--- src/rtl/pl_pkg.sv ---
package pl_pkg;
  localparam int MASK_W = 16;
  localparam int OP_W   = 16;
  localparam int LANES  = 4;
  localparam int PROD_W = 2 * OP_W;
  localparam int PTR_W  = $clog2(MASK_W);
endpackage

--- src/rtl/pl_scan_reg.sv ---
module pl_scan_reg #(
  parameter int MASK_W = 16
) (
  input  logic              clk_i,
  input  logic              rst_ni,
  input  logic              shift_i,
  input  logic              sdata_i,
  input  logic              commit_i,
  output logic [MASK_W-1:0] mask_o
);
  logic [MASK_W-1:0] shreg_q;
  logic [MASK_W-1:0] mask_q;

  always_ff @(posedge clk_i or negedge rst_ni) begin
    if (!rst_ni) begin
      shreg_q <= '0;
      mask_q  <= '0;
    end else begin
      if (shift_i)  shreg_q <= {sdata_i, shreg_q[MASK_W-1:1]};
      if (commit_i) mask_q  <= shreg_q;
    end
  end

  assign mask_o = mask_q;
endmodule

--- src/rtl/pl_gate.sv ---
module pl_gate #(
  parameter int MASK_W = 16,
  localparam int PTR_W = $clog2(MASK_W)
) (
  input  logic              clk_i,
  input  logic              rst_ni,
  input  logic [MASK_W-1:0] mask_i,
  input  logic              hold_i,
  input  logic              restart_i,
  output logic [PTR_W-1:0]  ptr_o,
  output logic              fire_o,
  output logic              gclk_o
);
  logic [PTR_W-1:0] ptr_q;
  logic             fire_q;
  logic             pass;

  always_ff @(posedge clk_i or negedge rst_ni) begin
    if (!rst_ni)                             ptr_q <= '0;
    else if (restart_i)                      ptr_q <= '0;
    else if (ptr_q == PTR_W'(MASK_W - 1))    ptr_q <= '0;
    else                                     ptr_q <= ptr_q + 1'b1;
  end

  assign pass = mask_i[ptr_q] & ~hold_i;

  // enable captured while clock is low, so the AND below cannot glitch
  always_ff @(negedge clk_i or negedge rst_ni) begin
    if (!rst_ni) fire_q <= 1'b0;
    else         fire_q <= pass;
  end

  assign gclk_o = clk_i & fire_q;
  assign fire_o = fire_q;
  assign ptr_o  = ptr_q;
endmodule

--- src/rtl/pl_mul_lane.sv ---
module pl_mul_lane #(
  parameter int OP_W = 16,
  localparam int PROD_W = 2 * OP_W
) (
  input  logic              clk_i,
  input  logic              rst_ni,
  input  logic              fire_i,
  input  logic              en_i,
  input  logic [OP_W-1:0]   x_i,
  input  logic [OP_W-1:0]   y_i,
  output logic [PROD_W-1:0] prod_o
);
  logic [PROD_W-1:0] prod_q;
  logic [PROD_W-1:0] prod_d;

  assign prod_d = {{OP_W{1'b0}}, x_i} * {{OP_W{1'b0}}, y_i};

  always_ff @(posedge clk_i or negedge rst_ni) begin
    if (!rst_ni)             prod_q <= '0;
    else if (fire_i && en_i) prod_q <= prod_d;
  end

  assign prod_o = prod_q;
endmodule

--- src/rtl/pulse_load_gen.sv ---
module pulse_load_gen #(
  parameter int MASK_W = pl_pkg::MASK_W,
  parameter int OP_W   = pl_pkg::OP_W,
  parameter int LANES  = pl_pkg::LANES,
  localparam int PROD_W = 2 * OP_W,
  localparam int PTR_W  = $clog2(MASK_W)
) (
  input  logic                    clk_i,
  input  logic                    rst_ni,
  input  logic                    scan_en_i,
  input  logic                    scan_data_i,
  input  logic                    scan_done_i,
  input  logic [OP_W-1:0]         op_a_i,
  input  logic [OP_W-1:0]         op_b_i,
  input  logic [OP_W-1:0]         mul_x_i,
  input  logic [LANES-1:0]        mul_en_i,
  output logic                    gclk_o,
  output logic                    active_o,
  output logic [LANES*PROD_W-1:0] prod_o
);
  logic [MASK_W-1:0] mask;
  logic [PTR_W-1:0]  ptr_q;
  logic              fire;
  logic              sel_q;
  logic [OP_W-1:0]   opnd;

  pl_scan_reg #(.MASK_W(MASK_W)) u_scan (
    .clk_i    (clk_i),
    .rst_ni   (rst_ni),
    .shift_i  (scan_en_i),
    .sdata_i  (scan_data_i),
    .commit_i (scan_done_i),
    .mask_o   (mask)
  );

  pl_gate #(.MASK_W(MASK_W)) u_gate (
    .clk_i     (clk_i),
    .rst_ni    (rst_ni),
    .mask_i    (mask),
    .hold_i    (scan_en_i | scan_done_i),
    .restart_i (scan_done_i),
    .ptr_o     (ptr_q),
    .fire_o    (fire),
    .gclk_o    (gclk_o)
  );

  always_ff @(posedge clk_i or negedge rst_ni) begin
    if (!rst_ni)   sel_q <= 1'b0;
    else if (fire) sel_q <= ~sel_q;
  end

  assign opnd     = sel_q ? op_b_i : op_a_i;
  assign active_o = fire;

  for (genvar i = 0; i < LANES; i++) begin : g_lane
    pl_mul_lane #(.OP_W(OP_W)) u_lane (
      .clk_i  (clk_i),
      .rst_ni (rst_ni),
      .fire_i (fire),
      .en_i   (mul_en_i[i]),
      .x_i    (mul_x_i),
      .y_i    (opnd),
      .prod_o (prod_o[i*PROD_W +: PROD_W])
    );
  end
endmodule

--- config.mk ---
export PLATFORM = sky130hd
export DESIGN_NAME = pulse_load_gen
export DESIGN_NICKNAME = d
export VERILOG_FILES = /design/src/rtl/pl_pkg.sv /design/src/rtl/pl_scan_reg.sv /design/src/rtl/pl_gate.sv /design/src/rtl/pl_mul_lane.sv /design/src/rtl/pulse_load_gen.sv
export SDC_FILE = /design/constraint.sdc
export NUM_CORES = 1
export LEC_CHECK = 0
export ABC_AREA = 1
export BUFFER_PORTS_ARGS = -buffer_cell sky130_fd_sc_hd__buf_2
export CORE_ASPECT_RATIO = 1.75
export CORE_UTILIZATION = 60
export CTS_BUF_LIST = sky130_fd_sc_hd__clkbuf_4
export CTS_CLUSTER_DIAMETER = 30
export DETAILED_ROUTE_END_ITERATION = 7
export PLACE_DENSITY = 0.86
export SLEW_MARGIN = 20
export SYNTH_ARGS = -nofsm -noshare
export SYNTH_HDL_FRONTEND = slang
export SYNTH_SLANG_ARGS = --single-unit
--- constraint.sdc ---
create_clock -name clk_i -period 6.36 [get_ports clk_i]
set_clock_uncertainty 0.2 [all_clocks]
set_input_delay 0.318 -clock clk_i [delete_from_list [all_inputs] [get_ports clk_i]]
set_output_delay 0.318 -clock clk_i [all_outputs]
set_load 0.005 [all_outputs]
==> impl_metrics.yaml, run 1 <==
critical_path:
  reg2reg_depth: 26
  timing.critical_path.arrival_ps: 6680
  crit_path_start_kind: "register"
  critPathMaxFanout: 16
  timing.setup.critical_path_class: "register to register"
  worstSetupEndpointType: "register"
  required_ps: 6800
route:
  routed_wirelength_um: 46620
  dr_total_vias: 13994
  wl_per_cell_um: 18.72
  route.antenna.remaining_nets: 0
  initialDrtViolationCount: 994
  drcViolationCount: 0
  detailedRoute.firstPassIterationCount: 6
  detail_route.vias_per_cell: 5.620
placed_design:
  place_worst_setup_slack_ps: -77.33
  numPortBuffers: 186
  gp_congestion: 0.9857
  post-dp-hpwl_um: 35830
timing:
  max_slew.worst_pin.slew_ps: 962.4
  fin_crit_ps: 6244
  maximum_clock_rate_ghz: 0.1602
  final_hold_vio_count: 0
  final_setup_violation_count: 0
  worst_setup_slack_final_ps: 116.5
  totalNegativeSetupSlack_ps: 0
  layout_worst_path_cycle_share_pct: 98.17
  grt_setup_unrepaired: "yes"
  max_slew_margin_pct: 35.84
  final_max_slew_viol_count: 0
synthesis:
  mappedNetlistArea_sq_mm: 0.01557
  synth.lib_cells_used.distinct: 35
  synth_edf_count: 0
  yosys_warnings: 0
  syn_nets: 2304
  syn_area_per_cell_sq_um: 7.993
  post_synth_inst_count: 1948
  synth_top_cell_by_area: "dfrtp_1"
  synth_top_cells_by_count: "nand2_1, inv_1, fa_1"
  synthArstFlopShare_pct: 100.0
  ys_ff_latch: 166
  synth.yosys.seq_area_share_pct: 26.68
  yosys-top-cells-area: "dfrtp_1, fa_1, nand2_1"
  synth_flop_cell: "dfrtp_1"
  synth_top_cell_area_share_pct: 26.52
  synthMostInstantiatedCell: "nand2_1"
global_route:
  global_route.usage.total_pct: 37.02
  first_global_vias: 14650
  antenna_found_initial: 1
  grt_start_max_net_pins: 79
  grt_first_pass_wirelength_um: 73260
  globalRouteOverflowTotal: 0
run_status:
  outcome: "finished, final reports clean"
floorplan:
  fp.dieH_um: 215.1
  row_count: 77
  die_area_sq_mm: 0.02662
  ioPinCount: 187
  fp.coreArea_sq_mm: 0.02534
  initial_core_util_pct: 61.45
  die_w_um: 123.8
final_layout:
  final_util_pct: 70.63
  final_layout_size_suffix_gt1_share_pct: 18.92
  final_nets: 2517
  syn_to_final_growth_pct: 14.94
clocking:
  cts.reportedPaths.clkPinSlew_ps: 170
  tritoncts_clock_tree: "built"
  worst_skew_pair.late_latency_ps: 720
worst_hold_path:
  worst_hold_path_type: "input pin to register"
  min_delay_path_depth: 6
run:
  drv.max_cap_violation_count: 0
## routing by layer
layer  vias up  track usage [%]  part of all wire (%)
met5         -                0                     0
met2       749            62.35                    51
met4         0            27.23                   8.5
met1      6807            40.10                    33
li1       6206                -                     -
met3       232            7.696                   7.9
## sequential cells by signal, indices dropped and copies added, names as in the netlist
register	count
g_lane.u_lane.prod_o	128
sel_q	1
u_gate.fire_o	1
u_scan.shreg_q	16
u_gate.ptr_o	4
u_scan.mask_o	16
## critical path, cell delays in order, from the launching register on
cell	delay, ps
dfrtp_1	420
inv_2	120
or2_2	300
o21ai_2	100
buf_12	180
nor2_1	80
fa_1	570
inv_1	70
fa_1	540
fa_1	540
inv_1	70
fa_1	500
fa_1	490
inv_1	50
fa_1	490
inv_1	70
ha_4	240
nand2_2	120
inv_1	50
nand2_1	60
nand2_1	110
nand2_1	100
nand3_1	70
nand2_1	110
nand4_1	250
nand3_1	180
nand2_1	70
## cells by family after synthesis
group                    after synthesis  share of synthesized area, %
AND/OR/NAND/NOR                      903                         23.72
buffers and inverters                439                         10.91
adder cells (fa/ha/maj)              299                         33.38
flip-flops                           166                         26.68
AO/OA/AOI/OAI                        123                         4.131
XOR/XNOR                              17                         1.101
multiplexers                           1                       0.07232
## cell usage in the layout (no fill, tap or decap), types with 3 or more instances in the layout
master and n:
nand2_4 9, nor2_1 158, nor2_2 9, buf_6 3, o211ai_1 3, dlygate4sd3_1 11
fa_2 7, o21ai_0 79, nand3_1 77, inv_1 363, inv_2 3, nand2_1 567
buf_2 187, clkbuf_4 21, buf_4 48, nand2_2 24, xor2_1 4, ha_4 10
ha_1 94, dfrtp_1 165, nand3_2 11, o21ai_2 6, inv_6 3, xnor2_1 9
nand3b_4 3, fa_1 187, nand4_1 4, xor2_2 3, clkinvlp_4 10, clkinv_1 3
or2_2 24, inv_4 4, nand3b_1 5, a21oi_2 4, a21oi_1 27, nor2_4 7
## area by class of cell
cell class                      instances  area, sq um
Sequential cell                       166         4154
Clock buffer                           21        155.1
Clock inverter                         14        103.9
Timing Repair inverter                  2        12.51
Timing Repair Buffer                  251         1483
Multi-Input combinational cell       1343        10150
Fill cell                            1989         7442
Tap cell                              316        395.4
Antenna cell                            2        5.005
Inverter                              375         1433
## stage by stage
step                hold WS [ps]  area [sq um]  std cells
finish                     162.6         17900       2490
global route               204.4         17900       2490
CTS                        120.1         17350       2474
detailed placement         20.78         16910       2424
global placement           15.31         16910       2424
floorplan                 -177.6         15570       1948
## what timing repair did
| action | 4_1_cts | 5_1_grt |
|---|---|---|
| endpoints found under the setup margin | 29 | 81 |
| resized for setup | 9 | 108 |
| pin swaps | 0 | 27 |
| gates cloned | 2 | 2 |
| hold endpoints to repair | 187 | 0 |
| hold buffers | 12 | 0 |
| setup buffers | 3 | 12 |
## worst paths after layout
check / from / endpoint / slack, ps
min reg2reg: u_scan.mask_o[3]$_DFFE_PN0P_ / u_scan.mask_o[3]$_DFFE_PN0P_ / 290
max: sel_q$_DFFE_PN0P_ / g_lane[0].u_lane.prod_o[26]$_DFFE_PN0P_ / 120
min: op_b_i[0] / g_lane[1].u_lane.prod_o[1]$_DFFE_PN0P_ / 160
min in group asynchronous: rst_ni / g_lane[1].u_lane.prod_o[21]$_DFFE_PN0P_ / 430
max in group asynchronous: rst_ni / u_gate.fire_o$_DFF_NN0_ / 2400
max reg2reg: sel_q$_DFFE_PN0P_ / g_lane[0].u_lane.prod_o[26]$_DFFE_PN0P_ / 120
Power of run 1 is not shown: default switching activity piles up to over one toggle a cycle in this logic, so the estimate is an artifact.
==> run 2: changes to the inputs <==
==> constraint.sdc (replaced) <==
create_clock -name clk_i -period 7.2 [get_ports clk_i]
set_clock_uncertainty 0.2 [all_clocks]
set_input_delay 0.36 -clock clk_i [delete_from_list [all_inputs] [get_ports clk_i]]
set_output_delay 0.36 -clock clk_i [all_outputs]
set_load 0.005 [all_outputs]
==> run 2 against run 1 <==
Cell area decreased by 4.0%. Register-to-register slack improved by 240 ps. Setup slack improved by 240 ps. Die area unchanged. Critical path depth decreased by 2. Wire length decreased by 6.6%. Maximum frequency decreased by 8.7%. Non-clock buffer count decreased by 42. Sequential share of layout area increased by 0.97 points. Highest routed layer unchanged.
==> impl_metrics.yaml, run 2 (synthesis gave the netlist of run 1 again) <==
route:
  initialDrtViolationCount: 966
  drcViolationCount: 0
  detailedRoute.firstPassIterationCount: 7
  dr_total_vias: 13511
  route.antenna.remaining_nets: 0
  routed_wirelength_um: 43550
  detail_route.vias_per_cell: 5.519
  wl_per_cell_um: 17.79
floorplan:
  initial_core_util_pct: 61.45
  fp.dieH_um: 215.1
  die_area_sq_mm: 0.02662
  ioPinCount: 187
  row_count: 77
  die_w_um: 123.8
  fp.coreArea_sq_mm: 0.02534
global_route:
  globalRouteOverflowTotal: 0
  grt_start_max_net_pins: 79
  global_route.usage.total_pct: 35.14
  grt_first_pass_wirelength_um: 70320
  first_global_vias: 14208
  antenna_found_initial: 1
timing:
  maximum_clock_rate_ghz: 0.1462
  layout_worst_path_cycle_share_pct: 95.00
  final_hold_vio_count: 0
  max_slew_margin_pct: 40.38
  totalNegativeSetupSlack_ps: 0
  final_setup_violation_count: 0
  max_slew.worst_pin.slew_ps: 888.3
  final_max_slew_viol_count: 0
  fin_crit_ps: 6840
  grt_setup_unrepaired: "no"
critical_path:
  regToRegStartpoint: "sel_q$_DFFE_PN0P_"
  critPathMaxFanout: 16
  setup.worst_path.start: "sel_q$_DFFE_PN0P_"
  timing.critical_path.arrival_ps: 7240
  timing.setup.critical_path_class: "register to register"
  worstSetupEndpointType: "register"
  required_ps: 7600
  crit_path_start_kind: "register"
run:
  drv.max_cap_violation_count: 0
clocking:
  tritoncts_clock_tree: "built"
  worst_skew_pair.late_latency_ps: 720
  cts.reportedPaths.clkPinSlew_ps: 170
placed_design:
  gp_congestion: 1.020
  post-dp-hpwl_um: 34370
  numPortBuffers: 186
  post-place-cells: 2400
final_layout:
  layout_commonest_cell: "nand2_1"
  fin_cells: 2448
  final_layout_size_suffix_gt1_share_pct: 13.90
  most-common-layout-cells: "nand2_1, inv_1, fa_1"
  final_nets: 2473
  number_of_flip_flops_under_the_largest_register_name: 128
  syn_to_final_growth_pct: 10.35
worst_hold_path:
  worst_hold_path_type: "input pin to register"
  min_from: "mul_en_i[3]"
run_status:
  outcome: "finished, final reports clean"
[run 2: cell types whose count changed in the layout (fill, tap and decap cells not counted), sizes merged]
cell         change
inv              +3
clkbuf           -1
clkinv           +4
buf             -38
dlygate4sd3      -3
bufinv           +2
clkinvlp         -9
[run 2: critical path, stage by stage, from the launching register on]
cell and delay (ps):
dfrtp_1 500, inv_2 140, or2_2 290, nand2_1 280
inv_1 330, nand2_1 160, fa_1 460, fa_1 570
inv_1 70, fa_1 500, fa_1 520, fa_1 510
inv_1 60, fa_1 480, inv_1 40, ha_1 410
nand2_1 150, nor2_1 250, nand2_1 180, nor2_1 120
nand2_1 90, nand3_1 100, nand2_1 110, nand3_1 100
nand2_1 70
[run 2: per-layer routing]
metal | vias up | wire [um] | track usage, %
met2 | 697 | 21860 | 58.54
met3 | 235 | 3402 | 6.316
met1 | 6451 | 14590 | 38.77
met5 | - | 0 | 0
met4 | 0 | 3703 | 27.19
li1 | 6128 | - | -
[run 2: final cells by class]
class / count / area (sq um)
Sequential cell: 166 / 4154
Timing Repair Buffer: 209 / 1165
Tap cell: 316 / 395.4
Inverter: 375 / 1411
Clock buffer: 21 / 155.1
Antenna cell: 2 / 5.005
Fill cell: 2040 / 8157
Multi-Input combinational cell: 1343 / 9719
Clock inverter: 16 / 176.4
[run 2: path summary, 6_finish.rpt]
check                                                                to  slack (ps)  cells past startpoint
worst min-delay path            g_lane[3].u_lane.prod_o[17]$_DFFE_PN0P_          40                      5
worst max-delay path            g_lane[0].u_lane.prod_o[24]$_DFFE_PN0P_         360                     24
max in group asynchronous                       u_gate.fire_o$_DFF_NN0_        2770                      3
worst max register to register  g_lane[0].u_lane.prod_o[24]$_DFFE_PN0P_         360                     24
worst min register to register            u_scan.mask_o[11]$_DFFE_PN0P_         280                      2
min in group asynchronous       g_lane[0].u_lane.prod_o[19]$_DFFE_PN0P_         510                      4
[run 2: repair_timing]
action | 4_1_cts | 5_1_grt
setup buffers | 0 | 1
endpoints found under the setup margin | 0 | 6
hold buffers | 9 | 0
resized for setup | 0 | 2
endpoints found under the hold margin | 148 | 0
[run 2: metrics by stage]
| step | setup WS, ps | utilization, % | hold WS (ps) | instance area (sq um) |
|---|---|---|---|---|
| 2_1_floorplan | 1436 | - | -135.6 | 15570 |
| 3_3_place_gp | 533.4 | 65.96 | 81.61 | 16710 |
| 3_5_place_dp | 399.3 | 65.96 | 79.91 | 16710 |
| 4_1_cts | 314.7 | 67.63 | 7.444 | 17140 |
| 5_1_grt | 35.88 | 67.81 | 72.67 | 17180 |
| 6_report | 360.2 | 67.81 | 44.66 | 17180 |
Power of run 2 is left out for the same reason.
==> run 3: changes to the inputs <==
--- a/config.mk
+++ b/config.mk
@@ -8,11 +8,11 @@
 export ABC_AREA = 1
 export BUFFER_PORTS_ARGS = -buffer_cell sky130_fd_sc_hd__buf_2
 export CORE_ASPECT_RATIO = 1.75
-export CORE_UTILIZATION = 60
+export CORE_UTILIZATION = 30
 export CTS_BUF_LIST = sky130_fd_sc_hd__clkbuf_4
 export CTS_CLUSTER_DIAMETER = 30
 export DETAILED_ROUTE_END_ITERATION = 7
-export PLACE_DENSITY = 0.86
+export PLACE_DENSITY = 0.51
 export SLEW_MARGIN = 20
 export SYNTH_ARGS = -nofsm -noshare
 export SYNTH_HDL_FRONTEND = slang
==> run 3 against run 2 <==
Setup slack barely moved. Die area rose by 99%. Critical path depth did not move. Cell area rose by 2.8%. Critical endpoint is now g_lane[3].u_lane.prod_o[24]$_DFFE_PN0P_. Highest routed layer unchanged.
==> impl_metrics.yaml, run 3 (synthesis gave the netlist of run 1 again) <==
worst_hold_path:
  worst_hold_path_type: "input pin to register"
  hold_path_end: "g_lane[1].u_lane.prod_o[16]$_DFFE_PN0P_"
  min_from: "mul_en_i[1]"
  min_delay_path_depth: 5
final_layout:
  syn_to_final_growth_pct: 13.40
  most-common-layout-cells: "nand2_1, inv_1, fa_1"
  number_of_flip_flops_under_the_largest_register_name: 128
  final_nets: 2476
  n_fill_cell: 5475
  layout_commonest_cell: "nand2_1"
  final_layout_size_suffix_gt1_share_pct: 14.02
critical_path:
  cp_slowest_cell: "fa_1"
  critPathMostFrequentCell: "nand2_1"
  timing.critical_path.cells: "inv_2 -> or2_2 -> nand2_1 -> inv_1 -> nand2_1 -> fa_1 -> fa_1 -> inv_1 -> fa_1 -> fa_1 -> fa_1 -> inv_1 -> fa_1 -> inv_1 -> ha_1 -> nand2_1 -> nor2_1 -> nand2_1 -> nor2_1 -> nand2_1 -> nand3_1 -> nand2_1 -> nand3_1 -> nand2_1"
  crit_buf_inv: 5
  critPathMaxFanout: 16
  regToRegStartpoint: "sel_q$_DFFE_PN0P_"
  crit_path_start_kind: "register"
  worst_path_dominant_cell_family: "adder cells"
  cp_slowest_stage_delay_ps: 540
  worstSetupEndpointType: "register"
  reg2reg_depth: 24
  timing.setup.critical_path_class: "register to register"
  regToRegEndpoint: "g_lane[3].u_lane.prod_o[24]$_DFFE_PN0P_"
  required_ps: 7620
  regToRegSetupSlack_ps: 360
  timing.critical_path.arrival_ps: 7260
timing:
  final_setup_violation_count: 0
  max_slew_margin_pct: 32.40
  final_hold_vio_count: 0
  layout_worst_path_cycle_share_pct: 94.99
  totalNegativeSetupSlack_ps: 0
  final_max_slew_viol_count: 0
  maximum_clock_rate_ghz: 0.1462
  worst_setup_slack_final_ps: 360.6
  max_slew.worst_pin.slew_ps: 1013
  fin_crit_ps: 6839
  grt_setup_unrepaired: "no"
floorplan:
  fp.dieH_um: 303.4
  die_w_um: 174.2
  die_area_sq_mm: 0.05285
  row_count: 110
  fp.coreArea_sq_mm: 0.05134
  initial_core_util_pct: 30.33
  ioPinCount: 187
global_route:
  antenna_found_initial: 3
  grt_start_max_net_pins: 74
  first_global_vias: 13828
  globalRouteOverflowTotal: 0
  grt_first_pass_wirelength_um: 79940
  global_route.usage.total_pct: 20.09
placed_design:
  place_worst_setup_slack_ps: 396.2
  post-dp-hpwl_um: 41320
  gp_congestion: 0.9931
  numPortBuffers: 186
route:
  initialDrtViolationCount: 579
  detail_route.vias_per_cell: 4.639
  wl_per_cell_um: 17.95
  drcViolationCount: 0
  routed_wirelength_um: 50400
  route.antenna.remaining_nets: 0
  dr_total_vias: 13021
  detailedRoute.firstPassIterationCount: 5
clocking:
  worst_skew_pair.late_latency_ps: 740
  tritoncts_clock_tree: "built"
  cts.reportedPaths.clkPinSlew_ps: 190
run_status:
  outcome: "finished, final reports clean"
run:
  drv.max_cap_violation_count: 0
## run 3: changes by cell type in the layout (fill, tap and decap cells not counted), moves of 2 or more
cell | previous run | this run
buf_4 | 14 | 16
clkinv_2 | 2 | 0
clkinv_8 | 1 | 3
dlygate4sd3_1 | 8 | 10
inv_8 | 2 | 5
## run 3: worst max-delay path by stage
stage                                 start                                 endpoint  slack (ps)  cells after the start
after global routing      sel_q$_DFFE_PN0P_  g_lane[3].u_lane.prod_o[24]$_DFFE_PN0P_          10                     24
after global placement    sel_q$_DFFE_PN0P_  g_lane[0].u_lane.prod_o[23]$_DFFE_PN0P_         430                     26
after detailed placement  sel_q$_DFFE_PN0P_  g_lane[0].u_lane.prod_o[23]$_DFFE_PN0P_         400                     26
final                     sel_q$_DFFE_PN0P_  g_lane[3].u_lane.prod_o[24]$_DFFE_PN0P_         360                     24
after CTS                 sel_q$_DFFE_PN0P_  g_lane[0].u_lane.prod_o[23]$_DFFE_PN0P_         290                     26
after floorplan           sel_q$_DFFE_PN0P_  g_lane[0].u_lane.prod_o[23]$_DFFE_PN0P_        1440                     28
## run 3: layout make-up
type                            instances  area (sq um)  share of cell area, %
Sequential cell                       166          4154                  23.53
Tap cell                              672         840.8                  4.762
Clock buffer                           21         155.1                 0.8787
Multi-Input combinational cell       1343          9724                  55.08
Clock inverter                         16         185.2                  1.049
Antenna cell                            2         5.005                0.02835
Timing Repair Buffer                  212          1180                  6.683
Inverter                              375          1411                  7.994
## run 3: per-stage QoR
step	hold slack (ps)	std cells	cell area, sq um	util (%)
5_1_grt	75.74	2807	17660	34.39
4_1_cts	29.40	2805	17640	34.37
3_3_place_gp	134.6	2759	17180	33.47
3_5_place_dp	140.1	2759	17180	33.47
6_report	58.79	2807	17660	34.39
2_1_floorplan	-135.6	1948	15570	-
## run 3: routing by layer
| metal | part of all wire (%) | track usage [%] | wire, um |
|---|---|---|---|
| met4 | 5.9 | 12.51 | 2987 |
| met2 | 52 | 36.11 | 26150 |
| met5 | 0 | 0 | 0 |
| met1 | 37 | 22.23 | 18870 |
| met3 | 4.7 | 2.961 | 2391 |
## run 3: worst reg2reg max path, cell delays in order, from the launching register on
cell     delay [ps]
dfrtp_1         480
inv_2           290
or2_2           180
nand2_1         190
inv_1           350
nand2_1         160
fa_1            530
fa_1            540
inv_1            50
fa_1            480
fa_1            510
fa_1            490
inv_1            50
fa_1            510
inv_1            60
ha_1            390
nand2_1         150
nor2_1          260
nand2_1         170
nor2_1          120
nand2_1          90
nand3_1         100
nand2_1         140
nand3_1         120
nand2_1          80
## run 3: what timing repair did
action / 4_1_cts / 5_1_grt
hold buffers: 11 / 0
hold endpoints to repair: 122 / 0
resized for setup: 0 / 3
buffers inserted: 0 / 0
endpoints found under the setup margin: 0 / 7
Power of run 3 is left out for the same reason.
